File: src/rtl/spi_pkg.sv
package spi_pkg;

    localparam int REG_W    = 8;
    localparam int ADDR_W   = 2;
    localparam int MAX_HALF = 16;

    localparam int ST_DONE_BIT  = 7;
    localparam int ST_COLL_BIT  = 6;
    localparam int ST_FAULT_BIT = 4;

    typedef enum logic [ADDR_W-1:0] {
        ADDR_CTRL = 2'd0,
        ADDR_STAT = 2'd1,
        ADDR_DATA = 2'd2,
        ADDR_NONE = 2'd3
    } addr_e;

    typedef struct packed {
        logic       irq_en;
        logic       en;
        logic       mstr;
        logic       cpol;
        logic       cpha;
        logic [1:0] rate;
    } ctrl_t;

    // System clocks per SCK half period for each rate code
    function automatic logic [4:0] half_period(input logic [1:0] code);
        case (code)
            2'd0:    return 5'd1;
            2'd1:    return 5'd2;
            2'd2:    return 5'd8;
            default: return 5'd16;
        endcase
    endfunction

    function automatic logic [REG_W-1:0] ctrl_pack(input ctrl_t c);
        return {1'b0, c.irq_en, c.en, c.mstr, c.cpol, c.cpha, c.rate};
    endfunction

    function automatic ctrl_t ctrl_unpack(input logic [REG_W-1:0] b);
        ctrl_t c;
        c.irq_en = b[6];
        c.en     = b[5];
        c.mstr   = b[4];
        c.cpol   = b[3];
        c.cpha   = b[2];
        c.rate   = b[1:0];
        return c;
    endfunction

endpackage

File: src/rtl/spi_sync.sv
module spi_sync #(
    parameter int               W       = 2,
    parameter int               STAGES  = 2,
    parameter logic [W-1:0]     RST_VAL = '0
) (
    input  logic         clk,
    input  logic         rst,
    input  logic [W-1:0] din,
    output logic [W-1:0] dout
);

    generate
        if (STAGES == 0) begin : g_bypass
            assign dout = din;
        end else begin : g_chain
            logic [W-1:0] q [STAGES];
            always_ff @(posedge clk) begin
                if (rst) begin
                    for (int i = 0; i < STAGES; i++) q[i] <= RST_VAL;
                end else begin
                    q[0] <= din;
                    for (int i = 1; i < STAGES; i++) q[i] <= q[i-1];
                end
            end
            assign dout = q[STAGES-1];
        end
    endgenerate

endmodule

File: src/rtl/spi_rate_gen.sv
module spi_rate_gen
    import spi_pkg::*;
#(
    parameter int MAX_HALF_P = MAX_HALF
) (
    input  logic       clk,
    input  logic       rst,
    input  logic       run,
    input  logic [1:0] rate,
    output logic       tick
);

    localparam int CW = $clog2(MAX_HALF_P + 1);

    logic [CW-1:0] cnt;
    logic [CW-1:0] limit;

    assign limit = CW'(half_period(rate) - 5'd1);

    always_ff @(posedge clk) begin
        if (rst || !run)        cnt <= '0;
        else if (cnt >= limit)  cnt <= '0;
        else                    cnt <= cnt + 1'b1;
    end

    assign tick = run && (cnt >= limit);

endmodule

File: src/rtl/spi_engine.sv
module spi_engine
    import spi_pkg::*;
#(
    parameter int DW         = REG_W,
    parameter int MAX_HALF_P = MAX_HALF
) (
    input  logic          clk,
    input  logic          rst,
    input  logic          en,
    input  logic          mstr,
    input  logic          cpol,
    input  logic          cpha,
    input  logic [1:0]    rate,
    input  logic          load,
    input  logic [DW-1:0] load_data,
    input  logic          sck_s,
    input  logic          ss_n_s,
    input  logic          sdi,
    output logic          sck_o,
    output logic          sdo,
    output logic          busy,
    output logic          xfer_done,
    output logic [DW-1:0] rx_data
);

    localparam int EW     = $clog2(2 * DW);
    localparam int LAST_E = 2 * DW - 1;

    logic          active;
    logic [EW-1:0] edge_cnt;
    logic [DW-1:0] txsh;
    logic [DW-1:0] rxsh;
    logic          sck_q;
    logic          sck_prev;
    logic          mtick;
    logic          sedge;
    logic          edge_ev;
    logic          last_edge;
    logic          is_lead;
    logic          shift_tx;
    logic          sample_rx;
    logic          cnt_clear;

    spi_rate_gen #(.MAX_HALF_P(MAX_HALF_P)) u_rate (
        .clk  (clk),
        .rst  (rst),
        .run  (active),
        .rate (rate),
        .tick (mtick)
    );

    assign sedge     = en && !mstr && !ss_n_s && (sck_s != sck_prev);
    assign edge_ev   = mstr ? mtick : sedge;
    assign last_edge = (edge_cnt == EW'(LAST_E));
    assign is_lead   = !edge_cnt[0];
    assign shift_tx  = cpha ? (is_lead && (edge_cnt != '0)) : !is_lead;
    assign sample_rx = cpha ? !is_lead : is_lead;
    assign xfer_done = en && edge_ev && last_edge;
    assign cnt_clear = !en || (mstr ? !active : ss_n_s);

    always_ff @(posedge clk) begin
        if (rst) sck_prev <= 1'b0;
        else     sck_prev <= sck_s;
    end

    always_ff @(posedge clk) begin
        if (rst || !en || !mstr) active <= 1'b0;
        else if (load)           active <= 1'b1;
        else if (xfer_done)      active <= 1'b0;
    end

    always_ff @(posedge clk) begin
        if (rst || cnt_clear)  edge_cnt <= '0;
        else if (edge_ev)      edge_cnt <= last_edge ? '0 : edge_cnt + 1'b1;
    end

    always_ff @(posedge clk) begin
        if (rst)                       txsh <= '0;
        else if (load)                 txsh <= load_data;
        else if (edge_ev && shift_tx)  txsh <= {txsh[DW-2:0], 1'b0};
    end

    always_ff @(posedge clk) begin
        if (rst)                        rxsh <= '0;
        else if (edge_ev && sample_rx)  rxsh <= {rxsh[DW-2:0], sdi};
    end

    always_ff @(posedge clk) begin
        if (rst)            rx_data <= '0;
        else if (xfer_done) rx_data <= sample_rx ? {rxsh[DW-2:0], sdi} : rxsh;
    end

    always_ff @(posedge clk) begin
        if (rst)          sck_q <= 1'b0;
        else if (!active) sck_q <= cpol;
        else if (mtick)   sck_q <= ~sck_q;
    end

    assign sck_o = sck_q;
    assign sdo   = txsh[DW-1];
    assign busy  = en && (mstr ? active : (!ss_n_s && (!cpha || (edge_cnt != '0))));


    xfer_stop_chk: assert property (@(posedge clk) disable iff (rst)
        (active && xfer_done) |=> !active);


    sck_rest_chk: assert property (@(posedge clk) disable iff (rst)
        !active |=> (sck_q == $past(cpol)));

endmodule

File: src/rtl/spi_csr.sv
module spi_csr
    import spi_pkg::*;
(
    input  logic              clk,
    input  logic              rst,
    input  logic              cpu_rd,
    input  logic              cpu_wr,
    input  logic [ADDR_W-1:0] cpu_addr,
    input  logic [REG_W-1:0]  cpu_wdata,
    output logic [REG_W-1:0]  cpu_rdata,
    output ctrl_t             ctrl,
    input  logic              busy,
    input  logic              xfer_done,
    input  logic [REG_W-1:0]  rx_data,
    input  logic              ss_n_s,
    output logic              load,
    output logic [REG_W-1:0]  load_data,
    output logic              irq
);

    addr_e a;
    logic  rd_stat, data_acc, wr_data, wr_ctrl;
    logic  fault_now, blocked;
    logic  done_f, done_arm;
    logic  wcol_f, wcol_arm;
    logic  fault_f, fault_arm;
    logic [REG_W-1:0] stat_word;

    assign a         = addr_e'(cpu_addr);
    assign rd_stat   = cpu_rd && (a == ADDR_STAT);
    assign data_acc  = (cpu_rd || cpu_wr) && (a == ADDR_DATA);
    assign wr_data   = cpu_wr && (a == ADDR_DATA);
    assign wr_ctrl   = cpu_wr && (a == ADDR_CTRL);
    assign fault_now = ctrl.en && ctrl.mstr && !ss_n_s;
    assign blocked   = done_f && !done_arm;
    assign load      = wr_data && !blocked && !busy;
    assign load_data = cpu_wdata;

    always_ff @(posedge clk) begin
        if (rst) begin
            done_f    <= 1'b0;
            done_arm  <= 1'b0;
            wcol_f    <= 1'b0;
            wcol_arm  <= 1'b0;
            fault_f   <= 1'b0;
            fault_arm <= 1'b0;
        end else begin
            if (xfer_done)                  done_f <= 1'b1;
            else if (data_acc && done_arm)  done_f <= 1'b0;
            if (data_acc && done_arm)       done_arm <= 1'b0;
            else if (rd_stat && done_f)     done_arm <= 1'b1;

            if (wr_data && busy)            wcol_f <= 1'b1;
            else if (data_acc && wcol_arm)  wcol_f <= 1'b0;
            if (data_acc && wcol_arm)       wcol_arm <= 1'b0;
            else if (rd_stat && wcol_f)     wcol_arm <= 1'b1;

            if (fault_now)                  fault_f <= 1'b1;
            else if (wr_ctrl && fault_arm)  fault_f <= 1'b0;
            if (wr_ctrl && fault_arm)       fault_arm <= 1'b0;
            else if (rd_stat && fault_f)    fault_arm <= 1'b1;
        end
    end

    always_ff @(posedge clk) begin
        if (rst) begin
            ctrl <= '0;
        end else if (fault_now) begin
            ctrl.en   <= 1'b0;
            ctrl.mstr <= 1'b0;
        end else if (wr_ctrl) begin
            ctrl <= ctrl_unpack(cpu_wdata);
        end
    end

    always_comb begin
        stat_word               = '0;
        stat_word[ST_DONE_BIT]  = done_f;
        stat_word[ST_COLL_BIT]  = wcol_f;
        stat_word[ST_FAULT_BIT] = fault_f;
    end

    always_comb begin
        case (a)
            ADDR_CTRL: cpu_rdata = ctrl_pack(ctrl);
            ADDR_STAT: cpu_rdata = stat_word;
            ADDR_DATA: cpu_rdata = rx_data;
            default:   cpu_rdata = '0;
        endcase
    end

    assign irq = ctrl.irq_en && (done_f || fault_f);


    done_src_chk: assert property (@(posedge clk) disable iff (rst)
        $rose(done_f) |-> $past(xfer_done));


    done_clear_chk: assert property (@(posedge clk) disable iff (rst)
        $fell(done_f) |-> $past(data_acc && done_arm));


    done_arm_chk: assert property (@(posedge clk) disable iff (rst)
        $rose(done_arm) |-> $past(rd_stat));


    blocked_write_chk: assert property (@(posedge clk) disable iff (rst)
        (wr_data && done_f && !done_arm && !busy) |=> !busy);


    wcol_src_chk: assert property (@(posedge clk) disable iff (rst)
        $rose(wcol_f) |-> $past(wr_data && busy));


    fault_ctrl_chk: assert property (@(posedge clk) disable iff (rst)
        $rose(fault_f) |-> (!ctrl.en && !ctrl.mstr));


    fault_clear_chk: assert property (@(posedge clk) disable iff (rst)
        $fell(fault_f) |-> $past(wr_ctrl && fault_arm));

endmodule

File: src/rtl/spi_unit_top.sv
module spi_unit_top
    import spi_pkg::*;
#(
    parameter int SYNC_STAGES = 2,
    parameter int MAX_HALF_P  = MAX_HALF
) (
    input  logic              clk,
    input  logic              rst,
    input  logic              cpu_rd,
    input  logic              cpu_wr,
    input  logic [ADDR_W-1:0] cpu_addr,
    input  logic [REG_W-1:0]  cpu_wdata,
    output logic [REG_W-1:0]  cpu_rdata,
    output logic              irq,
    input  logic              sck_i,
    output logic              sck_o,
    input  logic              ss_n_i,
    input  logic              sdi,
    output logic              sdo
);

    ctrl_t            ctrl;
    logic [1:0]       pins_s;
    logic             sck_s, ss_n_s;
    logic             busy, xfer_done, load;
    logic [REG_W-1:0] load_data, rx_data;

    spi_sync #(.W(2), .STAGES(SYNC_STAGES), .RST_VAL(2'b10)) u_sync (
        .clk  (clk),
        .rst  (rst),
        .din  ({ss_n_i, sck_i}),
        .dout (pins_s)
    );

    assign ss_n_s = pins_s[1];
    assign sck_s  = pins_s[0];

    spi_csr u_csr (
        .clk       (clk),
        .rst       (rst),
        .cpu_rd    (cpu_rd),
        .cpu_wr    (cpu_wr),
        .cpu_addr  (cpu_addr),
        .cpu_wdata (cpu_wdata),
        .cpu_rdata (cpu_rdata),
        .ctrl      (ctrl),
        .busy      (busy),
        .xfer_done (xfer_done),
        .rx_data   (rx_data),
        .ss_n_s    (ss_n_s),
        .load      (load),
        .load_data (load_data),
        .irq       (irq)
    );

    spi_engine #(.DW(REG_W), .MAX_HALF_P(MAX_HALF_P)) u_engine (
        .clk       (clk),
        .rst       (rst),
        .en        (ctrl.en),
        .mstr      (ctrl.mstr),
        .cpol      (ctrl.cpol),
        .cpha      (ctrl.cpha),
        .rate      (ctrl.rate),
        .load      (load),
        .load_data (load_data),
        .sck_s     (sck_s),
        .ss_n_s    (ss_n_s),
        .sdi       (sdi),
        .sck_o     (sck_o),
        .sdo       (sdo),
        .busy      (busy),
        .xfer_done (xfer_done),
        .rx_data   (rx_data)
    );

endmodule

File: config.mk
export PLATFORM = sky130hd
export DESIGN_NAME = spi_unit_top
export DESIGN_NICKNAME = d
export VERILOG_FILES = /design/src/rtl/spi_pkg.sv /design/src/rtl/spi_sync.sv /design/src/rtl/spi_rate_gen.sv /design/src/rtl/spi_engine.sv /design/src/rtl/spi_csr.sv /design/src/rtl/spi_unit_top.sv
export SDC_FILE = /design/constraint.sdc
export NUM_CORES = 1
export LEC_CHECK = 0
export BUFFER_PORTS_ARGS = -buffer_cell sky130_fd_sc_hd__buf_2
export CAP_MARGIN = 20
export CORE_ASPECT_RATIO = 0.75
export CORE_MARGIN = 4
export CORE_UTILIZATION = 65
export CTS_BUF_LIST = sky130_fd_sc_hd__clkbuf_4 sky130_fd_sc_hd__clkbuf_8
export CTS_CLUSTER_DIAMETER = 100
export CTS_CLUSTER_SIZE = 28
export DETAILED_ROUTE_END_ITERATION = 8
export PLACE_DENSITY = 0.88
export REMOVE_ABC_BUFFERS = 1
export SYNTH_ARGS = -nofsm -noshare
export SYNTH_HDL_FRONTEND = slang
export SYNTH_HIERARCHICAL = 1
export SYNTH_SLANG_ARGS = --single-unit
export TNS_END_PERCENT = 10
File: constraint.sdc
create_clock -name clk -period 5.37 [get_ports clk]
set_input_delay 0.8055 -clock clk [delete_from_list [all_inputs] [get_ports clk]]
set_output_delay 0.8055 -clock clk [all_outputs]
set_load 0.005 [all_outputs]
== Word level (Yosys, flattened, before mapping) ==
Memories as Yosys holds them, arrays and structs flattened.
Cells that the tools add are included.

* Memories kept: 1
* Input bits: 17
* Bits in registers: 49
* Memory bits (writable): 4
* Word-level logic and storage cells: 121

* Muxes and demuxes: 26
* Equal/unequal tests: 7
* $add $sub $neg: 3
* Bitwise gates (word level): 4
* $lt $le $gt $ge: 1
* Reductions and logical operators: 59

{| class="wikitable"
|+ Memory list
! memory !! words !! width !! read ports !! clocked after memory_dff !! wr ports !! line !! RTL
|-
| u_sync.g_chain.q || 2 || 2 || 2 || 0 || 2 || spi_sync.sv:16 || <nowiki>logic [W-1:0] q [STAGES];</nowiki>
|}

{| class="wikitable"
|+ Operators with widths
! operator !! count
|-
| $logic_and 1x1->1 || 28
|-
| $mux 8 || 3
|-
| $pmux 8 s3 || 1
|-
| $mux 1 || 18
|-
| $pmux 5 s3 || 1
|-
| $reduce_bool 2->1 || 5
|-
| $reduce_or 2->1 || 5
|-
| $logic_not 1->1 || 9
|-
| $logic_or 1x1->1 || 8
|-
| $add 5x1->5 const B || 1
|-
| $ge 5x5->1 || 1
|-
| $sub 5x1->5 const B || 1
|-
| $add 4x1->4 const B || 1
|-
| $eq 2x1->1 const B || 2
|-
| $eq 2x2->1 const B || 2
|-
| $eq 4x4->1 const B || 1
|-
| $logic_not 2->1 || 2
|-
| $mux 2 || 2
|-
| $mux 4 || 1
|-
| $reduce_bool 4->1 || 1
|-
| $ne 2x2->1 const B || 1
|-
| $not 1->1 || 2
|-
| $or 1x1->1 || 2
|-
| $reduce_and 2->1 || 1
|-
| $ne 1x1->1 || 1
|}

== Depth between registers and ports, before layout ==
Gate-level depths: netlist (run 1).

* Depth after elaboration: 10
* Gate-level depth with buffers: 14
* Gate-level depth less buffers: 13

== Hierarchy ==
Netlist (run 1), hierarchy kept.

{| class="wikitable"
|+ By module, submodules not included
! module !! seq. area each (sq um) !! cells each !! times used !! area each (sq um)
|-
| spi_engine || 620.6 || 161 || 1 || 1506.4
|-
| spi_csr || 260.2 || 93 || 1 || 769.5
|-
| spi_rate_gen || 100.1 || 38 || 1 || 347.8
|-
| spi_sync || 80.1 || 10 || 1 || 120.1
|}

== Least setup slack after synthesis (run 1) ==
Ideal clock, no wire load.

* Path type: register to register
* Start: reg, netlist name u_csr/ctrl[1]
* End: reg u_engine.txsh[7]
* Arrival: 2.677 ns
* Path buffers: 0
* Library setup time: 0.121 ns
* Stages on the path, launching flop included: 12
* Required time: 5.249 ns
* Slack: 2.573 ns
* Cell sequence: dfxtp_1 > or2_2 > ha_1 > ha_1 > nand2_1 > o21ai_1 > nand3_1 > a21boi_0 > nand2_1 > o41a_4 > o21ai_1 > mux2_2

* Longest elaborated chain between the ends: 8
* Elaborated cells between the ends (all ways): 10

{| class="wikitable"
|+ Ends and longest elaborated chain
! what !! line !! RTL
|-
| $eq 2x2->1, or another cell as far along || spi_pkg.sv:29 || <nowiki>case (code)</nowiki>
|-
| $pmux 5 s3 * || spi_pkg.sv:29 ||
|-
| $sub 5x1->5 * || spi_rate_gen.sv:18 || <nowiki>assign limit = CW'(half_period(rate) - 5'd1);</nowiki>
|-
| $ge 5x5->1 * || spi_rate_gen.sv:26 || <nowiki>assign tick = run && (cnt >= limit);</nowiki>
|-
| $logic_and 1x1->1 * || spi_rate_gen.sv:26 ||
|-
| named net u_engine.mtick || spi_engine.sv:35 || <nowiki>logic mtick;</nowiki>
|-
| $mux 1 * || spi_engine.sv:53 || <nowiki>assign edge_ev = mstr ? mtick : sedge;</nowiki>
|-
| $logic_and 1x1->1 * || spi_engine.sv:80 || <nowiki>else if (edge_ev && shift_tx) txsh <= {txsh[DW-2:0], 1'b0};</nowiki>
|-
| $reduce_bool 2->1 (no source line) * || n/a ||
|-
| to (signal assigned) || spi_engine.sv:79 || <nowiki>else if (load) txsh <= load_data;</nowiki>
|-
| to (signal assigned) || spi_engine.sv:80 ||
|-
| to (decl) || spi_engine.sv:31 || <nowiki>logic [DW-1:0] txsh;</nowiki>
|}

The timed path passes the listed nets; every way through them passes the cells marked *.
A chain may end at the register's enable or synchronous reset.

== Final worst setup path (run 1) ==
* Start: reg u_engine.edge_cnt[0]
* End: reg u_engine.txsh[7]

* Longest elaborated chain between the ends: 8
* Elaborated cells between the ends (all ways): 13

{| class="wikitable"
|+ Ends and longest elaborated chain
! what !! line !! RTL
|-
| from (decl) || spi_engine.sv:30 || <nowiki>logic [EW-1:0] edge_cnt;</nowiki>
|-
| from (signal assigned) || spi_engine.sv:74 || <nowiki>else if (edge_ev) edge_cnt <= last_edge ? '0 : edge_cnt + 1'b1;</nowiki>
|-
| $reduce_bool 4->1 * || spi_engine.sv:101 || <nowiki>assign busy = en && (mstr ? active : (!ss_n_s && (!cpha || (edge_cnt != '0))));</nowiki>
|-
| $logic_or 1x1->1 * || spi_engine.sv:101 ||
|-
| $logic_and 1x1->1 * || spi_engine.sv:101 ||
|-
| $mux 1 * || spi_engine.sv:101 ||
|-
| $logic_and 1x1->1 * || spi_engine.sv:101 ||
|-
| named net busy || spi_unit_top.sv:25 || <nowiki>logic busy, xfer_done, load;</nowiki>
|-
| $logic_not 1->1 * || spi_csr.sv:36 || <nowiki>assign load = wr_data && !blocked && !busy;</nowiki>
|-
| $logic_and 1x1->1 * || spi_csr.sv:36 ||
|-
| named net load || spi_unit_top.sv:25 ||
|-
| $mux 8 / $reduce_bool 2->1 (equally long branches) || n/a ||
|}

Marks and branches as above.

==> impl_metrics.yaml, run 1 <==
worst_hold_path:
  hold_class: "reg2reg"
floorplanning:
  initial_utilization_pct: 67.69
  die_x_um: 83.03
  dieArea_um2: 5336
  num_rows: 20
  io_pins: 28
  core-area_um2: 4054
  die_h_um: 64.27
synthesis:
  yosysWarnings: 6
  syn-cell-area_um2: 2744
  synth_top_area_share_pct: 38.67
  ys_async_sr_fraction_pct: 0
  seq_area_frac_synth_pct: 38.67
  syn_inst: 302
  synthFlopType: "dfxtp_1"
  ys_types: 52
  ys_ff_latch: 53
  syn_area_per_cell_um2: 9.086
  synthTopCellsByArea: "dfxtp_1 39%, mux2i_1 9.5%, nand2b_1 4.8%"
  synth_top_area_cell: "dfxtp_1"
  synth_edf_count: 0
critical_path:
  r2r-end: "u_engine/txsh[7]"
  path_class: "reg2reg"
  reg2reg_from: "u_engine/edge_cnt[0]"
  required_ps: 5580
  regToRegSetupSlack_ps: 1880
  arrival_ps: 3700
  crit_end: "u_engine/txsh[7]"
  rr_worst_depth: 9
  critPathLaunchType: "flip-flop"
  path_max_fanout: 9
  crit_path_start: "u_engine/edge_cnt[0]"
  worstSetupEndpointType: "flip-flop"
layout:
  final.fill_count: 339
  instances_no_fill: 370
  final_cell_mix: "53 x dfxtp_1, 27 x buf_2, 26 x mux2i_1"
  area_delta_synth_final_pct: 6.658
  multi_input_area_um2: 1513
  nets: 340
  layout-drive-gt1-share_pct: 14.60
  stdcell_area_um2: 2927
  final_common_cell: "dfxtp_1"
  num_antenna_cells: 0
  regArea_um2: 1061
clock_network:
  cts_max_path_buffers: 2
  clk_pin_slew_ps: 90
  postCtsHoldBufs: 0
  clock-root-buffer: "clkbuf_8"
  htree_levels: 2
  post_cts_resized: 0
  cts_tree: "done"
  worstSkewPairLatency_ps: 320
  post_cts_buffers: 0
  cts_made_buffers: 5
  clkSinkCount: 53
power:
  intPower_uw: 560.8
  pwr-share-seq_pct: 55.2
  powerDensity_nw_per_um2: 249.9
  ir_drop_mv: 0.1491
  combPwrFrac_pct: 7.0
  p_leak_uw: 0.001016
  power_switching_uw: 170.5
  power.share.clock_pct: 37.8
  swShare_pct: 23.31
timing:
  period_share_pct: 65.06
  max_freq_mhz: 286.2
  drv_slew: 0
  max_slew_margin_pct: 34.38
  min_period_ps: 3494
  setup_ws_ps: 1876
  worst_hold_slack_ps: 414.7
  rsz0062_at_grt: "false"
  finalSetupViolations: 0
  finalHoldViolCount: 0
  finalClockSkew_ps: 13.27
  worstMarginPinSlew_ps: 976.8
  fin_setup_tns_ps: 0
global_route:
  antenna_found_initial: 0
  grt_pass1_vias: 2067
  overflow: 0
  grt_max_degree: 56
  grt.total_usage_pct: 22.44
  grt_pass1_wl_mm: 9.756
routing:
  drt-total-wl_mm: 5.608
  post_drt_wl_per_cell_um: 15.16
  drt_iter0_markers: 174
  vias_per_cell: 5.868
  ant_nets: 0
  drc: 0
  firstDrtPassIters: 4
  vias: 2171
flow_run:
  drv_cap: 0
placed_design:
  place_hpwl_mm: 4.023
  place_worst_setup_slack_ps: 1873
  port_buffers: 27
  dp.cells: 362
  place_area_um2: 2811
  gp_congestion: 0.8352
status:
  status: "completed"
==> per-stage QoR <==
| step | utilization [%] | power [µW] |
|---|---|---|
| after floorplan | - | 440.4 |
| after CTS | 72.19 | 735.3 |
| after global routing | 72.19 | 758.4 |
| after global placement | 69.35 | 461.0 |
| after detailed placement | 69.35 | 462.6 |
| final | 72.19 | 731.2 |
==> how the worst min path moves through the flow <==
stage	from	endpoint	slack [ps]	cells after the start
floorplan	u_sync/g_chain.q[0][1]	u_sync/g_chain.q[0][3]	380	1
global placement	u_sync/g_chain.q[0][1]	u_sync/g_chain.q[0][3]	390	1
detailed placement	u_sync/g_chain.q[0][1]	u_sync/g_chain.q[0][3]	400	1
CTS	u_sync/g_chain.q[0][1]	u_sync/g_chain.q[0][3]	420	1
global route	u_sync/g_chain.q[0][1]	u_sync/g_chain.q[0][3]	440	1
finish	u_sync/g_chain.q[0][1]	u_sync/g_chain.q[0][3]	410	1
==> registers in the layout, summed over array words and instances (netlist names) <==
| name | flops |
|---|---|
| u_csr/fault_arm | 1 |
| u_engine/edge_cnt | 4 |
| u_csr/wcol_arm | 1 |
| u_engine/sck_prev | 1 |
| u_engine/u_rate/cnt | 5 |
| u_csr/done_arm | 1 |
| u_csr/wcol_f | 1 |
| u_csr/ctrl | 7 |
| u_engine/rxsh | 8 |
| u_sync/g_chain.q | 4 |
| u_csr/done_f | 1 |
| u_engine/rx_data | 8 |
| u_csr/fault_f | 1 |
| u_engine/sck_o | 1 |
| u_engine/txsh | 8 |
| u_engine/active | 1 |
==> Yosys cell counts (all sizes together), types with 2 or more instances <==
cell    instances
inv             8
xor2            3
o21bai          5
o21a            2
nor3b           2
nor2           25
or2             4
nand2          16
nand3b          7
nor2b           7
dfxtp          53
and3b           2
ha              9
buf            16
a211oi          2
xnor2           3
a221oi          6
nor3            7
a21oi          18
clkbuf          6
mux2i          26
nand2b         21
or4             8
o21ai          22
nand3           7
==> layout make-up <==
type                       count  area share, %
inverter                       9          1.154
sequential                    53          36.25
clock buffer                   5          2.351
multi-input combinational    218          51.69
clock inverter                 3          1.582
tap                           55          2.351
timing repair buffer          27          4.617
==> routing by layer <==
metal	track usage, %	share of wire (%)
met3	4.639	5.2
met1	30.45	48
met5	0	0
met2	34.90	44
met4	9.184	1.9
==> worst max-delay path, cell delays in order (launching register included) <==
cell and delay (ps):
dfxtp_1 440, inv_1 130, ha_1 140, nor3b_1 280
a211o_1 190, a21oi_1 100, nor3_1 810, clkinv_1 490
o21ai_1 420, mux2_2 390
==> power by group through the flow <==
stage          combinational (µW)  sequential [µW]  clock [µW]
2_1_floorplan                29.2              411           0
3_3_place_gp                 48.6              412           0
3_5_place_dp                 50.1              413           0
4_1_cts                      50.6              403         281
5_1_grt                      57.9              404         296
6_report                     51.3              403         276
==> cell families after synthesis <==
family | after synthesis | share of synthesized area (%)
muxes | 27 | 9.895
other | 1 | 0.1367
adders and majority gates | 9 | 4.104
DFF | 53 | 38.67
and+or+nand+nor | 111 | 23.07
AOI/OAI and AO/OA | 64 | 15.32
xor gates and xnor gates | 6 | 2.600
buffers and inverters | 31 | 6.201
Note: power is estimated with default switching activity, not from simulation.
==> run 2, diff against run 1 <==
--- a/config.mk
+++ b/config.mk
@@ -9,12 +9,12 @@
 export CAP_MARGIN = 20
 export CORE_ASPECT_RATIO = 0.75
 export CORE_MARGIN = 4
-export CORE_UTILIZATION = 65
+export CORE_UTILIZATION = 55
 export CTS_BUF_LIST = sky130_fd_sc_hd__clkbuf_4 sky130_fd_sc_hd__clkbuf_8
 export CTS_CLUSTER_DIAMETER = 100
 export CTS_CLUSTER_SIZE = 28
 export DETAILED_ROUTE_END_ITERATION = 8
-export PLACE_DENSITY = 0.88
+export PLACE_DENSITY = 0.79
 export REMOVE_ABC_BUFFERS = 1
 export SYNTH_ARGS = -nofsm -noshare
 export SYNTH_HDL_FRONTEND = slang
==> constraint.sdc (replaced) <==
create_clock -name clk -period 3.1 [get_ports clk]
set_input_delay 0.465 -clock clk [delete_from_list [all_inputs] [get_ports clk]]
set_output_delay 0.465 -clock clk [all_outputs]
set_load 0.005 [all_outputs]
==> run 2 against run 1 <==
Compared with the run above: sequential share of layout area shrank 0.41 points; count of clock-buffer cells in the layout grew 1; sequential power grew 73%; critical path depth rose by 2; cell count grew 1.4%; clock power increased by 76%; critical endpoint is now u_engine/rx_data[7].
==> impl_metrics.yaml, run 2 (synthesis results as in run 1) <==
critical_path:
  r2r-end: "u_engine/rx_data[7]"
  regToRegSetupSlack_ps: 220
  worstSetupEndpointType: "flip-flop"
  arrival_ps: 3120
  path_max_fanout: 19
  critPathLaunchType: "flip-flop"
  reg2reg_from: "u_csr/ctrl[0]"
  required_ps: 3340
  rr_worst_depth: 11
  path_class: "reg2reg"
routing:
  firstDrtPassIters: 4
  post_drt_wl_per_cell_um: 14.77
  vias: 2138
  drt_iter0_markers: 147
  drt-total-wl_mm: 5.537
  vias_per_cell: 5.701
  ant_nets: 0
  drc: 0
power:
  p_leak_uw: 0.001036
  powerDensity_nw_per_um2: 431.4
  ir_drop_mv: 0.3225
  swShare_pct: 22.24
  power_switching_uw: 284.0
  power.share.clock_pct: 38.1
  pwr-share-seq_pct: 54.7
  intPower_uw: 993.2
  combPwrFrac_pct: 7.2
layout:
  area_delta_synth_final_pct: 7.889
  layout-drive-gt1-share_pct: 15.72
  instances_no_fill: 375
  final_common_cell: "dfxtp_1"
  num_antenna_cells: 0
  final_cell_mix: "53 x dfxtp_1, 27 x buf_2, 26 x mux2i_1"
  nets: 343
  reg_top3: "u_engine/rx_data: 8 flops, u_engine/rxsh: 8 flops, u_engine/txsh: 8 flops"
  stdcell_area_um2: 2960
global_route:
  antenna_found_initial: 0
  grt_pass1_vias: 1972
  grt.total_usage_pct: 18.82
  grt_max_degree: 56
  grt_pass1_wl_mm: 9.252
  overflow: 0
timing:
  fin_setup_tns_ps: 0
  max_slew_margin_pct: 46.27
  rsz0062_at_grt: "false"
  period_share_pct: 92.85
  min_period_ps: 2878
  finalSetupViolations: 0
  finalHoldViolCount: 0
  drv_slew: 0
  max_freq_mhz: 347.4
  finalClockSkew_ps: 8.129
  worstMarginPinSlew_ps: 805.9
  worst_hold_slack_ps: 328.7
clock_network:
  post_cts_buffers: 0
  clkSinkCount: 53
  htree_levels: 2
  clk_pin_slew_ps: 90
  clock-root-buffer: "clkbuf_8"
  cts_made_buffers: 5
  cts_tree: "done"
  cts_max_path_buffers: 2
  worstSkewPairLatency_ps: 310
status:
  status: "completed"
flow_run:
  drv_cap: 0
worst_hold_path:
  min_to: "u_sync/g_chain.q[0][1]"
  min-delay-start: "ss_n_i"
  whs_path_depth: 2
  hold_class: "in2reg"
floorplanning:
  num_rows: 21
  dieArea_um2: 6195
  die_x_um: 89.56
  core-area_um2: 4651
  die_h_um: 69.17
  io_pins: 28
  initial_utilization_pct: 59.00
placed_design:
  place_area_um2: 2836
  gp_congestion: 0.8070
  dp.cells: 367
  place_hpwl_mm: 4.083
  port_buffers: 27
==> run 2: changes by cell type in the layout (fill, tap and decap cells not counted), sizes merged <==
cell and delta:
buf +3, clkinv -1, clkbuf +1
==> run 2: worst max path at each step <==
stage / from / end / slack [ps] / cells after the start
floorplan: u_engine/edge_cnt[0] / u_engine/txsh[7] / 250 / 9
global placement: u_csr/ctrl[1] / u_engine/txsh[6] / 230 / 11
detailed placement: u_csr/ctrl[0] / u_engine/txsh[3] / 140 / 11
CTS: u_csr/ctrl[0] / u_engine/txsh[3] / 100 / 11
global route: u_csr/ctrl[0] / u_engine/txsh[3] / 10 / 11
finish: u_csr/ctrl[0] / u_engine/rx_data[7] / 220 / 11
==> run 2: final cells by class <==
cell class              instances  area [µm²]
fillers                       385        1690
multi-input cells             218        1516
flip-flops and latches         53        1061
repair buffers                 30       157.7
clock buffers                   6       82.58
well taps                      57       71.32
clock inverters                 2       37.54
inverters                       9       33.78
==> run 2: repair_timing <==
item / 4_1_cts / 5_1_grt
gates resized for setup: 0 / 3
setup endpoints to repair: 0 / 23
hold buffers: 0 / 0
==> run 2: power groups by stage <==
| stage | clock network (µW) | logic (µW) | registers, µW |
|---|---|---|---|
| after global placement | 0 | 88.9 | 714 |
| final | 486 | 92.0 | 699 |
| after global routing | 525 | 102 | 700 |
| after detailed placement | 0 | 90.4 | 715 |
| after floorplan | 0 | 50.6 | 712 |
| after CTS | 500 | 90.8 | 699 |
==> run 2: routing by layer <==
metal  vias up  track usage, %  part of all wire, %
met2        41           26.87                   44
met3         5           3.919                  4.2
met1       999           28.40                   51
met5         -               0                    0
met4         0           4.959                 0.83
li1       1093               -                    -
==> run 2: critical path: stages (launching register included) <==
cell and delay (ps):
dfxtp_1 370, or2_2 320, ha_1 280, ha_1 270
nand2_1 50, o21ai_1 200, nand3_1 130, a21boi_2 210
nand2_1 110, o41a_4 200, or4_1 560, o21ai_0 90
==> run 2: metrics by stage <==
step           utilization, %  setup slack (ps)  power, µW
2_1_floorplan               -             251.6      762.9
3_5_place_dp            60.99             135.5      805.0
3_3_place_gp            60.99             233.1      803.0
5_1_grt                 63.65             13.20       1327
4_1_cts                 63.57             102.0       1290
6_report                63.65             221.7       1277
